===== config.mk =====
export PLATFORM = sky130hd
export DESIGN_NAME = qpsk_sign_detector
export DESIGN_NICKNAME = d
export VERILOG_FILES = /design/src/rtl/qsd_pkg.sv /design/src/rtl/qsd_tick_gen.sv /design/src/rtl/qsd_window.sv /design/src/rtl/qsd_matcher.sv /design/src/rtl/qpsk_sign_detector.sv
export SDC_FILE = /design/constraint.sdc
export NUM_CORES = 1
export LEC_CHECK = 0
export BUFFER_PORTS_ARGS = -buffer_cell sky130_fd_sc_hd__buf_2
export CAP_MARGIN = 20
export CORE_MARGIN = 5
export CORE_UTILIZATION = 30
export CTS_BUF_LIST = sky130_fd_sc_hd__clkbuf_4 sky130_fd_sc_hd__clkbuf_8
export CTS_CLUSTER_SIZE = 8
export DETAILED_ROUTE_END_ITERATION = 6
export GPL_TIMING_DRIVEN = 0
export PLACE_DENSITY = 0.58
export SYNTH_ARGS = -nofsm -noshare
export SYNTH_HDL_FRONTEND = slang
export SYNTH_SLANG_ARGS = --single-unit
export TNS_END_PERCENT = 1

===== constraint.sdc =====
create_clock -name clk -period 2.1 [get_ports clk]
set_clock_uncertainty 0.15 [all_clocks]
set_input_delay 0.315 -clock clk [delete_from_list [all_inputs] [get_ports clk]]
set_output_delay 0.315 -clock clk [all_outputs]
set_load 0.01 [all_outputs]

===== src/rtl/qsd_pkg.sv =====
package qsd_pkg;
    localparam int WIN_LEN = 8;
    localparam int SEL_N   = WIN_LEN / 2;
    localparam int CNT_W   = $clog2(WIN_LEN);

    typedef logic [SEL_N-1:0] pol_t;
    typedef logic [1:0]       dibit_t;

    // Sign pattern expected for carrier phase index i (bit k = position 2k negative)
    function automatic pol_t ref_pattern(input int i);
        case (i)
            0:       return 4'b1100;
            1:       return 4'b0110;
            2:       return 4'b0011;
            3:       return 4'b1001;
            default: return '0;
        endcase
    endfunction

    // Gray-coded dibit for phase index i
    function automatic dibit_t ref_dibit(input int i);
        case (i)
            0:       return 2'b00;
            1:       return 2'b01;
            2:       return 2'b11;
            3:       return 2'b10;
            default: return 2'b00;
        endcase
    endfunction
endpackage


===== src/rtl/qsd_tick_gen.sv =====
module qsd_tick_gen #(
    parameter int DIV_W = 8
) (
    input  logic             clk,
    input  logic             rst_n,
    input  logic [DIV_W-1:0] div_i,
    output logic             tick_o
);
    typedef struct packed {
        logic [DIV_W-1:0] cnt;
        logic             tick;
    } tick_state_t;

    tick_state_t s_d, s_q;
    localparam logic [DIV_W-1:0] CNT_ONE = 1;

    always_comb begin
        s_d      = s_q;
        s_d.tick = (s_q.cnt >= div_i);
        s_d.cnt  = s_d.tick ? '0 : s_q.cnt + CNT_ONE;
    end

    always_ff @(posedge clk or negedge rst_n) begin
        if (!rst_n) s_q <= '0;
        else        s_q <= s_d;
    end

    assign tick_o = s_q.tick;
endmodule


===== src/rtl/qsd_window.sv =====
module qsd_window
    import qsd_pkg::*;
#(
    parameter int SAMPLE_W = 8
) (
    input  logic                       clk,
    input  logic                       rst_n,
    input  logic                       vld_i,
    input  logic                       align_i,
    input  logic signed [SAMPLE_W-1:0] sample_i,
    output logic                       done_o,
    output pol_t                       pat_o
);
    typedef struct packed {
        logic [CNT_W-1:0] cnt;
        pol_t             pol;
    } win_state_t;

    localparam logic [CNT_W-1:0] POS_ONE  = 1;
    localparam logic [CNT_W-1:0] POS_LAST = CNT_W'(WIN_LEN - 1);

    win_state_t       s_d, s_q;
    logic [CNT_W-1:0] pos;
    logic             neg;

    assign neg = (sample_i < 0);

    always_comb begin
        s_d    = s_q;
        done_o = 1'b0;
        pos    = align_i ? '0 : s_q.cnt;
        if (vld_i) begin
            if (!pos[0]) s_d.pol[pos[CNT_W-1:1]] = neg;
            s_d.cnt = pos + POS_ONE;
            done_o  = (pos == POS_LAST);
        end else if (align_i) begin
            s_d.cnt = '0;
        end
    end

    always_ff @(posedge clk or negedge rst_n) begin
        if (!rst_n) s_q <= '0;
        else        s_q <= s_d;
    end

    // Position 6 was captured before position 7 arrives, so the pattern is complete
    assign pat_o = s_q.pol;
endmodule


===== src/rtl/qsd_matcher.sv =====
module qsd_matcher
    import qsd_pkg::*;
(
    input  pol_t   pat_i,
    output logic   hit_o,
    output dibit_t sym_o
);
    logic [SEL_N-1:0] hit;

    for (genvar i = 0; i < SEL_N; i++) begin : g_ref
        assign hit[i] = (pat_i == ref_pattern(i));
    end

    always_comb begin
        sym_o = '0;
        for (int i = 0; i < SEL_N; i++) begin
            if (hit[i]) sym_o = sym_o | ref_dibit(i);
        end
    end

    assign hit_o = |hit;
endmodule


===== src/rtl/qpsk_sign_detector.sv =====
module qpsk_sign_detector
    import qsd_pkg::*;
#(
    parameter int SAMPLE_W = 8,
    parameter int DIV_W    = 8
) (
    input  logic                       clk,
    input  logic                       rst_n,
    input  logic [DIV_W-1:0]           div_i,
    output logic                       sample_tick_o,
    input  logic                       sample_vld_i,
    input  logic signed [SAMPLE_W-1:0] sample_i,
    input  logic                       align_i,
    output logic                       sym_vld_o,
    output logic [1:0]                 sym_o,
    output logic                       sym_err_o
);
    typedef struct packed {
        dibit_t sym;
        logic   vld;
        logic   err;
    } out_state_t;

    out_state_t o_d, o_q;
    logic       win_done;
    pol_t       win_pat;
    logic       pat_hit;
    dibit_t     pat_sym;

    qsd_tick_gen #(.DIV_W(DIV_W)) u_tick (
        .clk    (clk),
        .rst_n  (rst_n),
        .div_i  (div_i),
        .tick_o (sample_tick_o)
    );

    qsd_window #(.SAMPLE_W(SAMPLE_W)) u_win (
        .clk      (clk),
        .rst_n    (rst_n),
        .vld_i    (sample_vld_i),
        .align_i  (align_i),
        .sample_i (sample_i),
        .done_o   (win_done),
        .pat_o    (win_pat)
    );

    qsd_matcher u_match (
        .pat_i (win_pat),
        .hit_o (pat_hit),
        .sym_o (pat_sym)
    );

    always_comb begin
        o_d     = o_q;
        o_d.vld = win_done;
        o_d.err = win_done && !pat_hit;
        if (win_done && pat_hit) o_d.sym = pat_sym;
    end

    always_ff @(posedge clk or negedge rst_n) begin
        if (!rst_n) o_q <= '0;
        else        o_q <= o_d;
    end

    assign sym_vld_o = o_q.vld;
    assign sym_o     = o_q.sym;
    assign sym_err_o = o_q.err;
endmodule


==> summary.md, run 1 <==
| Metric | Value |
|---|---|
| Status | `completed` |
| Die Area | `around 0.005 mm^2` |
| Seq/Total Area, Yosys | `0.448` |
| Yosys cell types | `26` |
| Global route hottest layer | `met2` |
| Flop pwr share | `0.444` |
| Ports | `25` |
| Drt pass-1 iters | `4` |
| Startpoint Class | `flip-flop` |
| Setup TNS | `0 ps` |
| Gpl congestion | `~0.77` |
| Most frequent cells in the layout | `dfrtp_1 (20), buf_2 (17), inv_1 (15)` |
| Grt ovf | `0` |
| Worst setup EP type | `flip-flop` |
| Largest net degree at the start of global routing | `21` |
| Fin area | `0.00133 mm^2` |
| N_diodes | `0` |
| Global-route wire length before repair | `3.58 mm` |
| Chip width | `71.0 um` |
| Clk sink count | `20` |
| Post-layout minimum cycle time | `about 1800 ps` |
| Ys async rst share | `1.00` |
| CP required | `between 2000 and 2500 ps` |
| EDFF count, synth | `0` |
| Register clock-pin slew on the reported worst setup and hold paths | `about 70 ps` |
| Met3 Use GR | `0.0170` |
| Count of final setup violators | `0` |
| Drt total wl | `about 2.0 mm` |
| Post-route ant nets | `0` |
| Placed insts | `170` |
| Combinational Power Share | `0.331` |
| Post-route worst setup slack | `329 ps` |
| Synth Flop Type | `dfrtp_1` |
| PwrDens | `around 960 mW/mm^2` |
| Starting Density | `0.308` |
| Period utilization | `0.843` |
| CTS Root Buffer Type | `clkbuf_8` |
| Max IR drop VDD | `about 0.34 mV` |
| Initial antenna violation count | `0` |
| M2 GR Usage | `0.162` |
| Max_cap viols | `0` |
| Slew Limit Fails | `0` |
| Share of cells above drive strength 1 | `0.228` |
| CP top delay family | `compound AO/OA/AOI/OAI gates` |
| Bufs and invs on worst path | `1` |
| Htree depth | `1` |
| Height of the chip | `slightly above 70 um` |
| CP max-delay cell | `a2111oi_4` |
| Setup CP Type | `flip-flop to flip-flop` |
| Sw Ratio | `0.332` |
| Fmax | `about 560 MHz` |
| Clk_lat worst skew | `250 ps` |
| Max_slew headroom | `0.702` |
| Commonest non-fill, non-tap cell in the layout | `dfrtp_1` |
| DP Wirelength | `approximately 1.6 mm` |
| Slew @ Worst Pin | `about 450 ps` |
| Crit-path max cell delay | `roughly 400 ps` |
| Worst-path cell chain | `inv_1, ha_1, nand2b_4, a2111oi_4, o21ai_4, nor2_1` |
| CTS tree | `built` |
| I/O Buffers | `17` |
| Vias | `about 770` |
| Final Net Count | `160` |
| # rows | `22` |
| Via/cell ratio | `~4.4` |
| Final hold vios | `0` |
| NetSw | `between 0.4 and 0.5 mW` |
| Placed inst area | `0.00126 mm^2` |
| Mapped cell area | `0.00112 mm^2` |
| Drt drc | `0` |
| Clock network power share | `0.226` |
| Synthesized net count | `between 100 and 150` |
| CTS Buffer Depth | `2` |
| DR WL/cell | `11.5 um` |
| Avg Synthesized Cell Area | `between 10 and 15 um^2` |
| Starting DRT DRC Count | `15` |
| Core area | `roughly 0.0036 mm^2` |
| GR Util All Layers | `0.0858` |
| Int Power | `approximately 0.85 mW` |
| Worst Hold Class | `primary input to flip-flop` |
| Syn-to-layout area delta | `18.8%` |
| Critical path data arrival time | `around 1800 ps` |
| RSZ-0062 raised after global routing | `false` |
| Filler cells | `around 390` |
| Vias in the first global route | `879` |
| TritonCTS buffer count | `3` |
| Final Non-Filler Cells | `approximately 180` |
| Dpl ws | `162 ps` |
| Met1 global-route usage | `0.0966` |
| Crit Path Max Fanout | `9` |
| Synth Instances | `105` |
| Leak | `between 0.7 and 0.8 nW` |
| Synthesis warning total | `0` |
| Seq cells post-synth | `20` |
## state kept, by name (all words and copies together) (netlist names)
register	flops
u_tick.tick_o	1
u_tick.s_q	8
u_win.s_q	3
u_win.pat_o	4
sym_o	2
sym_err_o	1
sym_vld_o	1
## worst reg2reg max path: cells and delay by family (launching register included)
kind	cells	cell delay [ps]
buffers and inverters	1	60
DFF	1	390
and+or+nand+nor	2	290
adders and majority gates	1	260
AOI/OAI and AO/OA	2	550
## synth_stat cells, drive strengths merged, types with 2 or more instances
cell type | count | area share
dfrtp | 20 | 0.45
inv | 15 | 0.050
ha | 12 | 0.13
nor2 | 11 | 0.037
nand3 | 8 | 0.036
xor2 | 6 | 0.047
and3 | 4 | 0.027
nand2 | 4 | 0.013
o21ai | 4 | 0.028
mux2 | 3 | 0.030
nand2b | 3 | 0.024
a21oi | 2 | 0.0090
a31oi | 2 | 0.011
xnor2 | 2 | 0.016
## worst paths after layout
| kind | startpoint | end | slack [ps] | cells past startpoint |
|---|---|---|---|---|
| max in group asynchronous | rst_n | sym_o[0] | 1110 | 2 |
| min in group asynchronous | rst_n | u_win.s_q[4] | 380 | 2 |
| min reg2reg | u_tick.s_q[1] | u_tick.s_q[1] | 340 | 1 |
| min | sample_i[7] | u_win.pat_o[2] | 170 | 3 |
| max | u_tick.s_q[1] | u_tick.s_q[3] | 330 | 6 |
| max reg2reg | u_tick.s_q[1] | u_tick.s_q[3] | 330 | 6 |
## power by group through the flow
stage | Clock [mW] | Combinational (mW) | Sequential [mW]
2_1_floorplan | 0 | 0.344 | 0.551
3_3_place_gp | 0 | 0.407 | 0.569
3_5_place_dp | 0 | 0.428 | 0.573
4_1_cts | 0.298 | 0.434 | 0.566
5_1_grt | 0.311 | 0.478 | 0.577
6_report | 0.288 | 0.422 | 0.566
## through the flow
stage / util / hold WS (ps) / power (mW)
5_1_grt: 0.365 / 196 / 1.37
3_3_place_gp: 0.347 / 128 / 0.976
6_report: 0.365 / 171 / 1.28
3_5_place_dp: 0.347 / 142 / 1.00
4_1_cts: 0.365 / 167 / 1.30
2_1_floorplan: - / -131 / 0.894
## logic make-up after synthesis
logic type,synth area share
simple gates,0.148
flops,0.448
buf+inv,0.0537
compound gates,0.123
fa+ha+maj,0.134
xor+xnor,0.0627
mux,0.0302
## layout make-up
| type | instances | area (um^2) | area share |
|---|---|---|---|
| Multi-Input combinational cell | 69 | 557 | 0.419 |
| Sequential cell | 20 | 500 | 0.377 |
| Timing Repair Buffer | 18 | 95.1 | 0.0716 |
| Tap cell | 48 | 60.1 | 0.0452 |
| Inverter | 15 | 56.3 | 0.0424 |
| Clock buffer | 4 | 55.1 | 0.0415 |
| Buffer | 1 | 3.75 | 0.00283 |
## what timing repair did
item,4_1_cts,5_1_grt
resized for setup,0,0
hold buffers,1,0
hold endpoints to repair,20,0
buffers inserted,0,0
endpoints found under the setup margin,0,0
## per-layer routing
layer	wire [um]	share of wire	vias up
li1	-	-	391
met5	0	0	-
met2	1040	0.52	14
met1	874	0.44	363
met4	0	0	0
met3	97	0.048	0
(Power assumes the default switching activity.)
==> run 2: changes to the inputs <==
- PLACE_DENSITY: 0.58 -> 0.6
- clock period: 2.1 -> 1.54 ns (I/O delays scaled with it)
==> run 2 against run 1 <==
Effect of this change: the flow now finishes with violations (setup timing); clock power is 80% higher; first-iteration DRC count decreased by 13%; die area is the same; sequential power is 35% higher; flip-flop and latch count unchanged; largest power group unchanged; highest routed layer is now met4.
==> summary.md, run 2 (synthesis gave the netlist of run 1 again) <==
| Metric | Value |
|---|---|
| Status | `finished with violations` |
| Failing checks | `setup timing` |
| CP required | `1530 ps (-600 ps)` |
| Crit Path Max Fanout | `4 (-5)` |
| Slew Limit Fails | `0 (unchanged)` |
| Period utilization | `1.12 (+0.274)` |
| GR Util All Layers | `0.0865 (+0.000664)` |
| CP Launch Point | `u_tick.s_q[8]` |
| Chip width | `71.0 um (unchanged)` |
| Placed inst area | `0.00128 mm^2 (+1.1%)` |
| Reg2Reg Setup Slack | `-180 ps (-510 ps)` |
| Clk_lat worst skew | `260 ps (about the same)` |
| N_diodes | `0 (unchanged)` |
| Share of cells above drive strength 1 | `0.333 (+0.105)` |
| Clk sink count | `20 (unchanged)` |
| Post-route worst setup slack | `-180 ps (-509 ps)` |
| CTS tree | `built` |
| Syn-to-layout area delta | `30.8%` |
| Global-route wire length before repair | `3.54 mm (-1.2%)` |
| Filler cells | `386 (-0.26%)` |
| Setup TNS | `-1390 ps (-1390 ps)` |
| Max_cap viols | `0 (unchanged)` |
| Worst setup EP type | `flip-flop` |
| HP Start | `sample_vld_i` |
| Final hold vios | `0 (unchanged)` |
| TritonCTS buffer count | `3 (unchanged)` |
| Starting DRT DRC Count | `13 (-2)` |
| Largest register FFs | `8 (unchanged)` |
| DP Wirelength | `1.55 mm (-2.4%)` |
| Drt drc | `0 (unchanged)` |
| Ports | `25 (unchanged)` |
| Drt total wl | `2.09 mm (+4.2%)` |
| Final Non-Filler Cells | `180 (+2.9%)` |
| Placed insts | `170 (unchanged)` |
| Setup CP Type | `flip-flop to flip-flop` |
| Vias in the first global route | `828 (-5.8%)` |
| Reg with most FFs | `u_tick.s_q` |
| Starting Density | `0.308 (unchanged)` |
| Max_slew headroom | `0.709 (+0.00719)` |
| I/O Buffers | `17 (unchanged)` |
| Via/cell ratio | `4.54 (+3.4%)` |
| Startpoint Class | `flip-flop` |
| # rows | `22 (unchanged)` |
| Multi-input logic area | `633 um^2 (+14%)` |
| Max IR drop VDD | `0.647 mV (+91%)` |
| R2R Path Start | `u_tick.s_q[8]` |
| Post-layout minimum cycle time | `1720 ps (-50.6 ps)` |
| Commonest non-fill, non-tap cell in the layout | `dfrtp_1` |
| DR WL/cell | `11.6 um (+1.3%)` |
| Largest net degree at the start of global routing | `21 (unchanged)` |
| Gpl congestion | `0.803 (+4.1%)` |
| Initial antenna violation count | `0 (unchanged)` |
| Grt ovf | `0 (unchanged)` |
| Final Net Count | `165 (+3.1%)` |
| Height of the chip | `71.0 um (unchanged)` |
| CTS Root Buffer Type | `clkbuf_8` |
| PwrDens | `1340 mW/mm^2 (+39%)` |
| Vias | `817 (+6.4%)` |
| CTS Buffer Depth | `2 (unchanged)` |
| Most frequent cells in the layout | `dfrtp_1 (20), buf_2 (17), inv_1 (14)` |
| Fin area | `0.00146 mm^2 (+10%)` |
| Leak | `0.735 nW (+4.4%)` |
| Dpl ws | `-225 ps (-387 ps)` |
| Die Area | `0.00504 mm^2 (unchanged)` |
| FF+latch area | `500 um^2 (unchanged)` |
| Slew @ Worst Pin | `437 ps (-10.8 ps)` |
| Fmax | `581 MHz (+2.9%)` |
| Critical path data arrival time | `1720 ps (-80 ps)` |
| Count of final setup violators | `11 (+11)` |
| Worst Hold Class | `primary input to flip-flop` |
| RSZ-0062 raised after global routing | `true` |
| Drt pass-1 iters | `4 (unchanged)` |
| Post-route ant nets | `0 (unchanged)` |
| Core area | `0.00363 mm^2 (unchanged)` |
| Htree depth | `1 (unchanged)` |
| Register clock-pin slew on the reported worst setup and hold paths | `70 ps (about the same)` |
==> run 2: changes by cell type in the layout (fill, tap and decap cells not counted), sizes merged <==
| cell | delta |
|---|---|
| buf | +5 |
| clkbuf | -2 |
| bufinv | +1 |
| o21ai | +1 |
==> run 2: critical path, stage by stage, from the launching register on <==
cell and delay, ps:
dfrtp_1 420, ha_4 300, and3_4 200, o211ai_1 90, buf_4 160, o21ai_2 200, nor2_1 80
==> run 2: routing by layer <==
metal / GRT usage / part of all wire
met1: 0.104 / 0.44
met2: 0.146 / 0.49
met3: 0.0128 / 0.042
met4: 0.0501 / 0.025
met5: 0 / 0
==> run 2: per-stage QoR <==
stage	utilization	power, mW	hold WS (ps)
after floorplan	-	1.23	-215
after global placement	0.351	1.34	41.9
after detailed placement	0.351	1.37	52.4
after CTS	0.388	1.92	75.6
after global routing	0.402	2.10	107
final	0.402	1.96	87.5
==> run 2: final cells by class <==
| class | instances | share of cell area |
|---|---|---|
| multi-input combinational | 70 | 0.433 |
| timing repair buffer | 22 | 0.0856 |
| clock buffer | 3 | 0.0283 |
| clock inverter | 1 | 0.0205 |
| buffer | 1 | 0.0103 |
| sequential | 20 | 0.342 |
| tap | 48 | 0.0411 |
| inverter | 15 | 0.0385 |
==> run 2: path summary, 6_finish.rpt <==
| kind | endpoint | cells past startpoint |
|---|---|---|
| setup / recovery | u_tick.s_q[7] | 6 |
| hold / removal | u_win.s_q[5] | 2 |
| setup reg to reg | u_tick.s_q[7] | 6 |
| hold reg to reg | u_tick.s_q[1] | 2 |
| max in group asynchronous | u_tick.s_q[1] | 2 |
| min in group asynchronous | sym_o[1] | 2 |
==> run 2: repair_timing <==
action	CTS	global route
pin swaps	3	5
hold buffers	1	0
cloned	0	1
setup buffers	1	3
endpoints found under the hold margin	20	0
gates resized for setup	9	4
setup endpoints to repair	12	12
==> run 2: where the power goes <==
part	switching [mW]	leakage [nW]	internal (mW)
clock network	0.172	0.0357	0.347
logic	0.335	0.441	0.342
registers	0.113	0.258	0.649
total	0.620	0.735	1.34
